[config.mk]
export PLATFORM = sky130hd
export DESIGN_NAME = irq_aggregator
export DESIGN_NICKNAME = d
export VERILOG_FILES = /design/src/rtl/irq_agg_pkg.sv /design/src/rtl/irq_src_unit.sv /design/src/rtl/irq_root_ctrl.sv /design/src/rtl/irq_reg_port.sv /design/src/rtl/irq_aggregator.sv
export SDC_FILE = /design/constraint.sdc
export NUM_CORES = 1
export LEC_CHECK = 0
export BUFFER_PORTS_ARGS = -buffer_cell sky130_fd_sc_hd__buf_2
export CORE_AREA = 5 5 120 122
export CTS_BUF_LIST = sky130_fd_sc_hd__clkbuf_8
export CTS_CLUSTER_DIAMETER = 100
export DETAILED_ROUTE_END_ITERATION = 10
export DIE_AREA = 0 0 125 127
export PLACE_DENSITY = 0.77
export RECOVER_POWER = 50
export SLEW_MARGIN = 20
export SYNTH_ARGS = -nofsm -noshare
export SYNTH_HDL_FRONTEND = slang
export SYNTH_SLANG_ARGS = --single-unit
[constraint.sdc]
create_clock -name clk -period 1.55 [get_ports clk]
set_input_delay 0 -clock clk [delete_from_list [all_inputs] [get_ports clk]]
set_output_delay 0 -clock clk [all_outputs]
set_load 0.01 [all_outputs]
[src/rtl/irq_agg_pkg.sv]
package irq_agg_pkg;
  localparam int unsigned REG_W   = 32;
  localparam int unsigned ADDR_WD = 12;
  localparam int unsigned N_UNITS = 3;

  localparam logic [REG_W-1:0] CHIP_ID_WORD = 32'h02A0_00A2;
  localparam logic [REG_W-1:0] START_MASK   = 32'h07FF_FFFF;

  localparam int unsigned OFS_ID        = 'h000;
  localparam int unsigned OFS_ROOT_PEND = 'h100;
  localparam int unsigned OFS_ROOT_EN   = 'h140;
  localparam int unsigned OFS_START     = 'h408;
  localparam int unsigned UNIT_BASE     = 'h200;
  localparam int unsigned UNIT_STRIDE   = 'h100;
  localparam int unsigned OFS_PEND      = 'h0;
  localparam int unsigned OFS_EN        = 'h4;

  typedef enum int unsigned {
    SRC_FIFO  = 0,
    SRC_TIMER = 1,
    SRC_SCAN  = 2
  } src_unit_e;

  function automatic int unsigned summary_pos(int unsigned u);
    case (u)
      SRC_FIFO:  return 8;
      SRC_TIMER: return 20;
      default:   return 24;
    endcase
  endfunction

  function automatic int unsigned unit_ofs(int unsigned u, int unsigned reg_ofs);
    return UNIT_BASE + u * UNIT_STRIDE + reg_ofs;
  endfunction
endpackage

[src/rtl/irq_src_unit.sv]
module irq_src_unit #(
  parameter int unsigned SRC_W = 8
) (
  input  logic             clk,
  input  logic             rst_n,
  input  logic [SRC_W-1:0] evt,
  input  logic             pend_clr_wr,
  input  logic             en_wr,
  input  logic [SRC_W-1:0] wdata,
  output logic [SRC_W-1:0] pend_q,
  output logic [SRC_W-1:0] en_q,
  output logic             active
);
  logic [SRC_W-1:0] clr_mask;

  always_comb begin
    clr_mask = pend_clr_wr ? wdata : '0;
    active   = |(pend_q & en_q);
  end

  // A hardware set overrides a software clear of the same bit.
  always_ff @(posedge clk) begin
    if (!rst_n) begin
      pend_q <= '0;
      en_q   <= '0;
    end else begin
      pend_q <= (pend_q & ~clr_mask) | evt;
      if (en_wr) en_q <= wdata;
    end
  end
endmodule

[src/rtl/irq_root_ctrl.sv]
module irq_root_ctrl
  import irq_agg_pkg::*;
#(
  parameter int unsigned NUM_UNITS = N_UNITS,
  parameter int unsigned DATA_W    = REG_W
) (
  input  logic                 clk,
  input  logic                 rst_n,
  input  logic                 recalc,
  input  logic [NUM_UNITS-1:0] unit_active,
  input  logic                 pend_clr_wr,
  input  logic                 en_wr,
  input  logic [DATA_W-1:0]    wdata,
  output logic [NUM_UNITS-1:0] sum_q,
  output logic [DATA_W-1:0]    en_q,
  output logic [DATA_W-1:0]    pend_word,
  output logic                 irq_q
);
  logic [NUM_UNITS-1:0] clr_bits;
  logic [NUM_UNITS-1:0] sum_d;

  for (genvar u = 0; u < NUM_UNITS; u++) begin : g_clr
    localparam int unsigned P = summary_pos(u);
    assign clr_bits[u] = wdata[P];
  end

  always_comb begin
    pend_word = '0;
    for (int unsigned u = 0; u < NUM_UNITS; u++) begin
      pend_word[summary_pos(u)] = sum_q[u];
    end
  end

  // The recompute that follows a write wins over a root W1C in the same cycle.
  always_comb begin
    if (recalc)           sum_d = unit_active;
    else if (pend_clr_wr) sum_d = sum_q & ~clr_bits;
    else                  sum_d = sum_q;
  end

  always_ff @(posedge clk) begin
    if (!rst_n) begin
      sum_q <= '0;
      en_q  <= '0;
      irq_q <= 1'b0;
    end else begin
      sum_q <= sum_d;
      if (en_wr) en_q <= wdata;
      irq_q <= (|sum_q) && (|en_q);
    end
  end
endmodule

[src/rtl/irq_reg_port.sv]
module irq_reg_port
  import irq_agg_pkg::*;
#(
  parameter int unsigned SRC_W     = 8,
  parameter int unsigned ADDR_W    = ADDR_WD,
  parameter int unsigned NUM_UNITS = N_UNITS,
  parameter int unsigned DATA_W    = REG_W
) (
  input  logic                       clk,
  input  logic                       rst_n,
  input  logic                       wr_en,
  input  logic [ADDR_W-1:0]          wr_addr,
  input  logic [DATA_W-1:0]          wr_data,
  input  logic                       rd_en,
  input  logic [ADDR_W-1:0]          rd_addr,
  input  logic [NUM_UNITS*SRC_W-1:0] unit_pend_flat,
  input  logic [NUM_UNITS*SRC_W-1:0] unit_en_flat,
  input  logic [DATA_W-1:0]          root_pend_word,
  input  logic [DATA_W-1:0]          root_en,
  output logic [NUM_UNITS-1:0]       unit_pend_wr,
  output logic [NUM_UNITS-1:0]       unit_en_wr,
  output logic                       root_pend_wr,
  output logic                       root_en_wr,
  output logic                       recalc_q,
  output logic                       rd_valid,
  output logic [DATA_W-1:0]          rd_data
);
  logic [DATA_W-1:0] start_q;
  logic [DATA_W-1:0] rd_mux;
  logic              start_wr;
  logic              any_irq_wr;

  for (genvar u = 0; u < NUM_UNITS; u++) begin : g_dec
    localparam int unsigned A_PEND = unit_ofs(u, OFS_PEND);
    localparam int unsigned A_EN   = unit_ofs(u, OFS_EN);
    assign unit_pend_wr[u] = wr_en && (wr_addr == ADDR_W'(A_PEND));
    assign unit_en_wr[u]   = wr_en && (wr_addr == ADDR_W'(A_EN));
  end

  assign root_pend_wr = wr_en && (wr_addr == ADDR_W'(OFS_ROOT_PEND));
  assign root_en_wr   = wr_en && (wr_addr == ADDR_W'(OFS_ROOT_EN));
  assign start_wr     = wr_en && (wr_addr == ADDR_W'(OFS_START));
  assign any_irq_wr   = root_pend_wr || root_en_wr || (|unit_pend_wr) || (|unit_en_wr);

  always_comb begin
    rd_mux = '0;
    if (rd_addr == ADDR_W'(OFS_ID))        rd_mux = CHIP_ID_WORD;
    if (rd_addr == ADDR_W'(OFS_ROOT_PEND)) rd_mux = root_pend_word;
    if (rd_addr == ADDR_W'(OFS_ROOT_EN))   rd_mux = root_en;
    if (rd_addr == ADDR_W'(OFS_START))     rd_mux = start_q;
    for (int unsigned u = 0; u < NUM_UNITS; u++) begin
      if (rd_addr == ADDR_W'(unit_ofs(u, OFS_PEND)))
        rd_mux = DATA_W'(unit_pend_flat[u*SRC_W +: SRC_W]);
      if (rd_addr == ADDR_W'(unit_ofs(u, OFS_EN)))
        rd_mux = DATA_W'(unit_en_flat[u*SRC_W +: SRC_W]);
    end
  end

  always_ff @(posedge clk) begin
    if (!rst_n) begin
      start_q  <= '0;
      recalc_q <= 1'b0;
      rd_valid <= 1'b0;
      rd_data  <= '0;
    end else begin
      if (start_wr) start_q <= wr_data & START_MASK;
      recalc_q <= any_irq_wr;
      rd_valid <= rd_en;
      if (rd_en) rd_data <= rd_mux;
    end
  end
endmodule

[src/rtl/irq_aggregator.sv]
module irq_aggregator
  import irq_agg_pkg::*;
#(
  parameter int unsigned SRC_W  = 8,
  parameter int unsigned ADDR_W = ADDR_WD
) (
  input  logic                     clk,
  input  logic                     rst_n,
  input  logic                     wr_en,
  input  logic [ADDR_W-1:0]        wr_addr,
  input  logic [REG_W-1:0]         wr_data,
  input  logic                     rd_en,
  input  logic [ADDR_W-1:0]        rd_addr,
  output logic                     rd_valid,
  output logic [REG_W-1:0]         rd_data,
  input  logic [N_UNITS*SRC_W-1:0] evt,
  output logic                     irq
);
  localparam int unsigned FLAT_W = N_UNITS * SRC_W;

  logic [FLAT_W-1:0]  unit_pend_flat;
  logic [FLAT_W-1:0]  unit_en_flat;
  logic [N_UNITS-1:0] unit_active;
  logic [N_UNITS-1:0] unit_pend_wr;
  logic [N_UNITS-1:0] unit_en_wr;
  logic               root_pend_wr;
  logic               root_en_wr;
  logic               recalc_q;
  logic [N_UNITS-1:0] top_sum;
  logic [REG_W-1:0]   top_en;
  logic [REG_W-1:0]   top_pend_word;

  for (genvar u = 0; u < N_UNITS; u++) begin : g_unit
    irq_src_unit #(.SRC_W(SRC_W)) u_src (
      .clk        (clk),
      .rst_n      (rst_n),
      .evt        (evt[u*SRC_W +: SRC_W]),
      .pend_clr_wr(unit_pend_wr[u]),
      .en_wr      (unit_en_wr[u]),
      .wdata      (wr_data[SRC_W-1:0]),
      .pend_q     (unit_pend_flat[u*SRC_W +: SRC_W]),
      .en_q       (unit_en_flat[u*SRC_W +: SRC_W]),
      .active     (unit_active[u])
    );
  end

  irq_root_ctrl #(.NUM_UNITS(N_UNITS), .DATA_W(REG_W)) u_root (
    .clk        (clk),
    .rst_n      (rst_n),
    .recalc     (recalc_q),
    .unit_active(unit_active),
    .pend_clr_wr(root_pend_wr),
    .en_wr      (root_en_wr),
    .wdata      (wr_data),
    .sum_q      (top_sum),
    .en_q       (top_en),
    .pend_word  (top_pend_word),
    .irq_q      (irq)
  );

  irq_reg_port #(
    .SRC_W(SRC_W), .ADDR_W(ADDR_W), .NUM_UNITS(N_UNITS), .DATA_W(REG_W)
  ) u_port (
    .clk           (clk),
    .rst_n         (rst_n),
    .wr_en         (wr_en),
    .wr_addr       (wr_addr),
    .wr_data       (wr_data),
    .rd_en         (rd_en),
    .rd_addr       (rd_addr),
    .unit_pend_flat(unit_pend_flat),
    .unit_en_flat  (unit_en_flat),
    .root_pend_word(top_pend_word),
    .root_en       (top_en),
    .unit_pend_wr  (unit_pend_wr),
    .unit_en_wr    (unit_en_wr),
    .root_pend_wr  (root_pend_wr),
    .root_en_wr    (root_en_wr),
    .recalc_q      (recalc_q),
    .rd_valid      (rd_valid),
    .rd_data       (rd_data)
  );
endmodule

==> run summary <==
Filler cell count: 1035
Worst EP arrival: 1.86 ns
CP max FO: 2
Post-synth EDFFs: 0
Drt pass-1 iters: 7
GR Util met3: 6.594%
Worst-path cell chain: nand2_2 -> o22ai_2 -> a221o_1 -> a222oi_1 -> a31oi_1
Largest stage delay on the critical path: 0.48 ns
Tot Pwr: 7.637 mW
H-Tree Depth: 4
Grt met1 use: 35.43%
Vias/cell: 5.808
Post-route cell area: 8930 µm²
Die extent in x: 125 µm
Final period util: 99.67%
Initial antenna violation count: 0
Max IR drop VDD: 629.1 µV
Vias: 6952
Cell row count: 42
Total track usage: 27.64%
Most common cell in the synthesized netlist: dfxtp_1
Worst Setup Start Kind: register
RSZ-0062 raised after global routing: yes
Hold Crit Class: input pin to register
Power Dens Cells: 855.2 nW/µm²
Rel. slew slack: 64.05%
Max-cap viol count: 0
Slew @ Worst Pin: 0.5372 ns
Synth unique cells: 64
HPWL after DPL: 15350 µm
Largest area contributor in the netlist: dfxtp_1
Post-Syn Nets: 874
Overflow after GRT: 0
Core Region: 13090 µm²
Slowest cell on crit path: a222oi_1
Drt drc: 0
GR peak layer: met2
Post-synth top cells: 145 x dfxtp_1, 120 x nand2_1, 54 x o21ai_0
Wire per inst: 18.34 µm
Largest net degree at the start of global routing: 50
# setup viols final: 0
Register bit total from synthesis: 145
Area grow syn2layout: 32.14%
Starting Density: 51.64%
Final Hold Viols: 0
Layout cells sized above 1: 20.76%
Yosys top cell area share: 42.96%
# port buffers: 117
Netlist Area Pre-Place: 6758 µm²
Cts bufs inserted: 17
Synth top area cells: dfxtp_1 43%, nand2_1 6.7%, mux2i_1 6.4%
Max clock buf depth: 2
Critical path type: register to register
Setup crit end kind: register
Period minus WS final: 1.545 ns
Leakage: 3.792 nW
Vias in the first global route: 6813
Ys flop type: dfxtp_1
GR Util met2: 46.03%
Worst Path Required: 1.87 ns
Syn Area/Cell: 8.554 µm²
Syn Inst Count: 790
Setup Skew: 0.01114 ns
DP Area: 8013 µm²
Clock transition at path regs: 0.08 ns
Global-route wire length before repair: 35580 µm
Worst skew pair latency: 0.46 ns
Diode count: 0
Final Slew Violations: 0
Drt first-iter violations: 709
Outcome: finished, final reports clean
Chip Height: 127 µm
Ys Warns: 0
I/O pin count: 118
CTS sink cnt: 145
Routed Antenna Nets: 0
CTS root buffer: clkbuf_8
Sequential element share of the synthesized area: 42.96%
Max Fclk: 647.3 MHz
Area of the die: 15880 µm²
CTS tree: built
Post-Route WL: 21960 µm
Ys async rst share: 0%
Final net count: 1092
Gpl congestion: 0.9688
## where the power goes
part / leakage [nW] / internal, mW / switching, mW
registers: 1.18 / 3.77 / 0.0515
logic: 2.41 / 0.356 / 0.368
clock network: 0.206 / 1.49 / 1.60
## layout make-up
type	instances	area, µm²	share of cell area [%]
clock inverters	15	176.4	1.976
repair buffers	256	1798	20.13
flip-flops and latches	145	2905	32.53
multi-input cells	554	3468	38.84
inverters	34	127.6	1.429
well taps	176	220.2	2.466
clock buffers	17	234.0	2.620
## through the flow
step / hold WS (ns) / cells / utilization (%) / TNS (ns) / setup WS (ns)
floorplan: 0.1060 / 790 / - / 0 / 0.005818
global placement: 0.2305 / 1107 / 61.24 / -11.16 / -0.1898
detailed placement: 0.2360 / 1107 / 61.24 / -12.20 / -0.2015
CTS: 0.007672 / 1196 / 68.73 / 0 / 0.01128
global route: 0.03101 / 1197 / 68.24 / -0.004476 / -0.004476
finish: 0.03489 / 1197 / 68.24 / 0 / 0.005100
## metal layers
| layer | wire [µm] | vias up |
|---|---|---|
| li1 | - | 3278 |
| met1 | 9153 | 3278 |
| met2 | 10270 | 328 |
| met3 | 1730 | 68 |
| met4 | 799 | 0 |
| met5 | 0 | - |
## worst paths after layout
| check | from | to | slack (ns) | depth (start not counted) |
|---|---|---|---|---|
| worst min-delay path | rst_n | u_port.rd_data[1]$_SDFFE_PN0P_ | 0.03 | 4 |
| worst max register to register | g_unit[2].u_src.pend_q[3]$_SDFF_PN0_ | u_port.rd_data[3]$_SDFFE_PN0P_ | 0.005 | 5 |
| worst min register to register | u_port.rd_data[23]$_SDFFE_PN0P_ | u_port.rd_data[23]$_SDFFE_PN0P_ | 0.45 | 2 |
| worst max-delay path | g_unit[2].u_src.pend_q[3]$_SDFF_PN0_ | u_port.rd_data[3]$_SDFFE_PN0P_ | 0.005 | 5 |
## worst max-delay path, delay by kind of cell (launching register included)
kind             cells  cell delay (ns)
flip-flops           1             0.35
AO/OA/AOI/OAI        4             1.00
AND/OR/NAND/NOR      1             0.06
## layout by cell type (no fill, tap or decap), types with 26 or more instances in the layout
cell type | Yosys | layout
clkbuf_1 | 36 | 35
buf_2 | 11 | 82
dlygate4sd3_1 | 0 | 57
buf_4 | 7 | 71
nand2_1 | 120 | 119
mux2i_1 | 43 | 43
a21boi_0 | 46 | 46
dfxtp_1 | 145 | 143
nor2b_1 | 45 | 45
nand3_1 | 26 | 26
o21ai_0 | 54 | 54
inv_1 | 32 | 32
a31oi_1 | 27 | 27
## what timing repair did
item	in CTS	in global routing
resized for setup	0	6
endpoints found under the setup margin	0	2
hold endpoints to repair	109	0
hold buffers	57	0
buffers inserted	0	1
## sequential cells by signal, summed over array words and instances (netlist names)
| signal | count |
|---|---|
| u_port.rd_data | 32 |
| u_port.start_q | 27 |
| u_root.en_q | 32 |
| g_unit.u_src.pend_q | 24 |
| u_root.irq_q | 1 |
| u_port.recalc_q | 1 |
| u_root.sum_q | 3 |
| g_unit.u_src.en_q | 24 |
| u_port.rd_valid | 1 |
## kinds of logic after synthesis
group | after synthesis | share of synthesized area, %
buffers and inverters | 91 | 5.758
AO/OA/AOI/OAI | 228 | 22.63
flip-flops | 145 | 42.95
multiplexers | 43 | 6.369
XOR/XNOR | 2 | 0.2593
AND/OR/NAND/NOR | 281 | 22.03
(Power assumes the default switching activity.)
